<file path="src/rtl/agu_pkg.sv">
package agu_pkg;
    typedef enum logic [2:0] {
        AM_BASE_OFS  = 3'd0,
        AM_IDX_ABS   = 3'd1,
        AM_ABS_SET   = 3'd2,
        AM_POST_REG  = 3'd3,
        AM_POST_BREV = 3'd4,
        AM_POST_IMM  = 3'd5,
        AM_CIRC_IMM  = 3'd6,
        AM_CIRC_REG  = 3'd7
    } amode_e;
endpackage

</file>
<file path="src/rtl/agu_scale.sv">
// Sign-extends a narrow immediate and scales it by the access size.
module agu_scale #(
    parameter int AW = 32,
    parameter int IW = 4
) (
    input  logic [IW-1:0] imm,
    input  logic          size_half,
    output logic [AW-1:0] scaled
);
    localparam int EXT_W = AW - IW;
    logic [AW-1:0] ext;
    always_comb begin
        ext    = {{EXT_W{imm[IW-1]}}, imm};
        scaled = size_half ? {ext[AW-2:0], 1'b0} : ext;
    end
endmodule

</file>
<file path="src/rtl/agu_bitrev.sv">
// Keeps the upper bits and mirrors the low REV_W bits of a pointer.
module agu_bitrev #(
    parameter int AW    = 32,
    parameter int REV_W = 16
) (
    input  logic [AW-1:0] ptr,
    output logic [AW-1:0] addr
);
    for (genvar i = 0; i < REV_W; i++) begin : g_rev
        assign addr[i] = ptr[REV_W-1-i];
    end
    assign addr[AW-1:REV_W] = ptr[AW-1:REV_W];
endmodule

</file>
<file path="src/rtl/agu_circ.sv">
// Steps a pointer and folds it back into [start, start+len).
module agu_circ #(
    parameter int AW    = 32,
    parameter int LEN_W = 17
) (
    input  logic [AW-1:0]    ptr,
    input  logic [AW-1:0]    step,
    input  logic [AW-1:0]    start,
    input  logic [LEN_W-1:0] len,
    output logic [AW-1:0]    next
);
    localparam int PAD_W = AW - LEN_W;
    logic [AW-1:0] len_ext;
    logic [AW-1:0] limit;
    logic [AW-1:0] sum;
    always_comb begin
        len_ext = {{PAD_W{1'b0}}, len};
        limit   = start + len_ext;
        sum     = ptr + step;
        if (sum >= limit) begin
            next = sum - len_ext;
        end else if (sum < start) begin
            next = sum + len_ext;
        end else begin
            next = sum;
        end
    end
endmodule

</file>
<file path="src/rtl/load_agu.sv">
module load_agu
    import agu_pkg::*;
#(
    parameter int AW    = 32,
    parameter int OFS_W = 11,
    parameter int INC_W = 4,
    parameter int MIN_W = 7,
    parameter int LEN_W = 17,
    parameter int REV_W = 16
) (
    input  logic             clk,
    input  logic             rst_n,
    input  logic [2:0]       mode,
    input  logic             size_half,
    input  logic [AW-1:0]    base_reg,
    input  logic [AW-1:0]    index_reg,
    input  logic [1:0]       idx_shift,
    input  logic [AW-1:0]    abs_addr,
    input  logic [AW-1:0]    ptr_reg,
    input  logic [AW-1:0]    mod_reg,
    input  logic [AW-1:0]    circ_start,
    input  logic [OFS_W-1:0] imm_ofs,
    input  logic [INC_W-1:0] imm_inc,
    output logic [AW-1:0]    ea_q,
    output logic [AW-1:0]    ptr_new_q,
    output logic             wb_en_q
);
    localparam int MIN_LO = LEN_W;
    localparam int MIN_HI = LEN_W + MIN_W - 1;

    typedef struct packed {
        logic [AW-1:0] ea;
        logic [AW-1:0] ptr;
        logic          wb;
    } agu_out_t;

    agu_out_t out_d, out_q;
    amode_e   am;

    logic [AW-1:0]    ofs_sc, inc_sc, minc_sc;
    logic [AW-1:0]    brev_ea, circ_imm_nxt, circ_reg_nxt;
    logic [MIN_W-1:0] minc_fld;
    logic [LEN_W-1:0] len_fld;

    assign minc_fld = mod_reg[MIN_HI:MIN_LO];
    assign len_fld  = mod_reg[LEN_W-1:0];

    agu_scale #(.AW(AW), .IW(OFS_W)) u_sc_ofs (.imm(imm_ofs),  .size_half(size_half), .scaled(ofs_sc));
    agu_scale #(.AW(AW), .IW(INC_W)) u_sc_inc (.imm(imm_inc),  .size_half(size_half), .scaled(inc_sc));
    agu_scale #(.AW(AW), .IW(MIN_W)) u_sc_min (.imm(minc_fld), .size_half(size_half), .scaled(minc_sc));

    agu_bitrev #(.AW(AW), .REV_W(REV_W)) u_brev (.ptr(ptr_reg), .addr(brev_ea));

    agu_circ #(.AW(AW), .LEN_W(LEN_W)) u_circ_imm (
        .ptr(ptr_reg), .step(inc_sc), .start(circ_start), .len(len_fld), .next(circ_imm_nxt)
    );
    agu_circ #(.AW(AW), .LEN_W(LEN_W)) u_circ_reg (
        .ptr(ptr_reg), .step(minc_sc), .start(circ_start), .len(len_fld), .next(circ_reg_nxt)
    );

    always_comb begin
        am        = amode_e'(mode);
        out_d.ea  = ptr_reg;
        out_d.ptr = ptr_reg;
        out_d.wb  = 1'b1;
        case (am)
            AM_BASE_OFS: begin
                out_d.ea = base_reg + ofs_sc;
                out_d.wb = 1'b0;
            end
            AM_IDX_ABS: begin
                out_d.ea = (index_reg << idx_shift) + abs_addr;
                out_d.wb = 1'b0;
            end
            AM_ABS_SET: begin
                out_d.ea  = abs_addr;
                out_d.ptr = abs_addr;
            end
            AM_POST_REG:  out_d.ptr = ptr_reg + mod_reg;
            AM_POST_BREV: begin
                out_d.ea  = brev_ea;
                out_d.ptr = ptr_reg + mod_reg;
            end
            AM_POST_IMM:  out_d.ptr = ptr_reg + inc_sc;
            AM_CIRC_IMM:  out_d.ptr = circ_imm_nxt;
            AM_CIRC_REG:  out_d.ptr = circ_reg_nxt;
            default:      out_d.wb  = 1'b0;
        endcase
    end

    always_ff @(posedge clk) begin
        if (!rst_n) begin
            out_q <= '0;
        end else begin
            out_q <= out_d;
        end
    end

    assign ea_q      = out_q.ea;
    assign ptr_new_q = out_q.ptr;
    assign wb_en_q   = out_q.wb;
endmodule

</file>
<file path="config.mk">
export PLATFORM = sky130hd
export DESIGN_NAME = load_agu
export DESIGN_NICKNAME = d
export VERILOG_FILES = /design/src/rtl/agu_pkg.sv /design/src/rtl/agu_scale.sv /design/src/rtl/agu_bitrev.sv /design/src/rtl/agu_circ.sv /design/src/rtl/load_agu.sv
export SDC_FILE = /design/constraint.sdc
export NUM_CORES = 1
export LEC_CHECK = 0
export BUFFER_PORTS_ARGS = -buffer_cell sky130_fd_sc_hd__buf_2
export CORE_UTILIZATION = 61
export CTS_BUF_LIST = sky130_fd_sc_hd__clkbuf_4 sky130_fd_sc_hd__clkbuf_8 sky130_fd_sc_hd__clkbuf_16
export DETAILED_ROUTE_END_ITERATION = 7
export GPL_TIMING_DRIVEN = 1
export PLACE_DENSITY = 0.92
export SLEW_MARGIN = 10
export SYNTH_ARGS = -nofsm -noshare
export SYNTH_HDL_FRONTEND = slang
export SYNTH_SLANG_ARGS = --single-unit
</file>
<file path="constraint.sdc">
create_clock -name clk -period 9.1 [get_ports clk]
set_clock_uncertainty 0.05 [all_clocks]
set_input_delay 0.91 -clock clk [delete_from_list [all_inputs] [get_ports clk]]
set_output_delay 0.91 -clock clk [all_outputs]
set_load 0.02 [all_outputs]
</file>
==> flow_metrics.tcl <==
set metrics [dict create \
    critical_path.top_delay_family "compound AO/OA/AOI/OAI gates" \
    synthDominantAreaCellType "ha_1" \
    core.rowCount 67 \
    cellInternalPower_w 0.00150 \
    dr.pass1.iters 6 \
    worst_hold_path_type "input pin to register" \
    wl_met2_um 35100 \
    first_global_vias 23458 \
    highest_layer "met4" \
    pin_count_of_the_biggest_net_entering_global_routing 71 \
    routedWlPerCell_um 22.7 \
    drc_violations_left 0 \
    synth_fp_nets 3490 \
    violation_count_after_the_first_detailed_routing_iteration 3111 \
    tritoncts "done" \
    path_class "input pin to register" \
    unrepaired_setup_endpoints_after_global_routing "false" \
    crit_path_max_incr_delay_ns 0.82 \
    arrival_ns 7.96 \
    clock_path_buffers 2 \
    yosys.area.top_type_share 0.215 \
    floorplan.die.height_um 188 \
    min_period_over_period 0.854 \
    yosysSeqAreaShare 0.0616 \
    groute.usage.overall 0.440 \
    wirelength_um 80800 \
    ys_async_sr_fraction 0 \
    fin_nets 3700 \
    switching_part_of_the_total 0.545 \
    switching_power_w 0.00179 \
    antenna_violating_nets_left 0 \
    combinationalPowerShare 0.795 \
    preCtsSetupSlack_ns 1.04 \
    synth-main-ff-cell "dfxtp_1" \
    num_vias 25075 \
    timing_worst_slew_pin_value_ns 1.15 \
    postCtsHoldBufs 0 \
    setup_viol 0 \
    num-fill-cells 2908 \
    dp_hpwl_um 65100 \
    fp.dieArea_um2 35400 \
    clock-root-buffer "clkbuf_16" \
    outcome "complete, no violations" \
    cts.repair_timing.setup_buffer_count 0 \
    seq_power_share 0.103 \
    power_frac_clock 0.103 \
    routabilityCongestion 1.03 \
    clk_pin_slew_worst_setup_hold_paths_ns 0.06 \
    crit_top_cell "o21ai_0" \
    critPathBufInv 2 \
    grt_overflow_total 0 \
    wirelength_met1_um 31600 \
    area_growth_pct 9.61 \
    synth.avg_cell_area_um2 7.28 \
    cts_num_sinks 65 \
    synth.most_common_cell "ha_1" \
    cell_leakage_power_nw 10.6 \
    worst_path_max_delay_cell "a2111oi_0" \
    critical_path.startpoint_type "input pin" \
    h-tree-depth 3 \
    synth_edf_count 0 \
    max_clock_freq_ghz 0.129 \
    finalWorstSetupSlack_ns 1.32 \
    num_io_pins 280 \
    synth-warning-count 0 \
    irDropWorstVdd_mv 0.0808 \
    critical_path.max_fanout 7 \
    yosys_register_bits 65 \
    grt_pass1_wl_um 124000 \
    drt-vias-per-instance 7.03 \
    chipWidth_um 188 \
    io_buffer_count 279 \
    worst_slew_margin_rel 0.225 \
    setup_tns_ns 0 \
    cts_inserted_buffers 9 \
    finalMaxSlewViolations 0 \
    timing.critical_path.required_ns 9.29 \
    worst_setup_path_end_kind "register" \
    synth_commonest_cells "ha_1 (363), a21oi_1 (322), o21ai_0 (253)" \
    cell_count_after_synthesis 2902 \
    yosys.cell_types.count 97 \
    fp.coreArea_um2 33800 \
    timing.max_cap.violations 0 \
    initial_core_util 0.625 \
    antenna_found_initial 2 \
    syn-cell-area_um2 21100 \
    yosys-top-cells-area "ha_1 (22%), a21oi_1 (7.6%), dfxtp_1 (6.2%)" \
    power_per_cell_area_nw_per_um2 142 \
    ctsResizeCount 0 \
    period_minus_slack_ns 7.78 \
    final_hold_viol_count 0 \
    layout-drive-gt1-share 0.141 \
    wl_met3_um 9830 \
]
-- power groups by stage --
stage	logic (W)	clock network, W	registers (W)
after floorplan	0.00178	0	0.000379
after global placement	0.00244	0	0.000343
after detailed placement	0.00251	0	0.000342
after CTS	0.00253	0.000333	0.000337
after global routing	0.00283	0.000343	0.000339
final	0.00262	0.000338	0.000338
-- cell usage in the layout (no fill, tap or decap), types with 58 or more instances in the layout --
cell / n
dfxtp_1: 65
xnor2_1: 121
nor3_1: 58
buf_2: 279
inv_1: 152
a21oi_1: 322
xor2_1: 71
o21ai_0: 252
a21o_1: 113
nor2_1: 215
ha_1: 363
nand2_1: 206
nand3_1: 66
-- tightest hold or removal path: cells and delay by family --
kind | cells | cell delay (ns)
compound gates | 2 | 0.22
buf+inv | 1 | 0.15
-- logic make-up (layout without fill, tap and decap cells) --
| kind of cell | after synthesis | count (layout) | share of synthesized area |
|---|---|---|---|
| muxes | 59 | 59 | 0.0457 |
| xor gates and xnor gates | 193 | 193 | 0.0804 |
| AOI/OAI and AO/OA | 1158 | 1158 | 0.358 |
| adders and majority gates | 374 | 374 | 0.225 |
| DFF | 65 | 65 | 0.0616 |
| other | 0 | 3 | 0 |
| and+or+nand+nor | 780 | 780 | 0.179 |
| buffers and inverters | 273 | 486 | 0.0506 |
-- layer usage --
| layer | GRT usage | up-vias |
|---|---|---|
| li1 | - | 11433 |
| met3 | 0.0751 | 282 |
| met4 | 0.221 | 0 |
| met2 | 0.700 | 1755 |
| met5 | 0 | - |
| met1 | 0.571 | 11605 |
-- stage by stage --
| step | area (um2) | utilization | std cells | total power [W] | hold slack, ns |
|---|---|---|---|---|---|
| after floorplan | 21100 | - | 2902 | 0.00216 | 1.02 |
| after global placement | 22900 | 0.677 | 3549 | 0.00279 | 1.24 |
| after detailed placement | 22900 | 0.677 | 3549 | 0.00286 | 1.27 |
| after CTS | 23100 | 0.685 | 3563 | 0.00320 | 0.894 |
| after global routing | 23100 | 0.685 | 3564 | 0.00351 | 0.907 |
| final | 23100 | 0.685 | 3566 | 0.00329 | 0.915 |
-- layout make-up --
type	count	area, um2	share of cell area
Clock inverter	4	22.5	0.000973
Inverter	153	574	0.0248
Tap cell	448	561	0.0242
Timing Repair Buffer	319	1700	0.0733
Clock buffer	10	233	0.0101
Sequential cell	65	1300	0.0562
Antenna cell	3	7.51	0.000324
Multi-Input combinational cell	2564	18700	0.810
-- path summary, 6_finish.rpt --
| path | start | to | slack (ns) | cells after the start |
|---|---|---|---|---|
| worst max-delay path | mod_reg[1] | ptr_new_q[30]$_SDFF_PN0_ | 1.32 | 29 |
| worst min-delay path | abs_addr[16] | ea_q[16]$_SDFF_PN0_ | 0.91 | 3 |
-- registers in the layout, summed over array words and instances (netlist names) --
name / cells
ea_q: 32
ptr_new_q: 32
wb_en_q: 1
No activity file was read; power rests on OpenSTA's default activity.
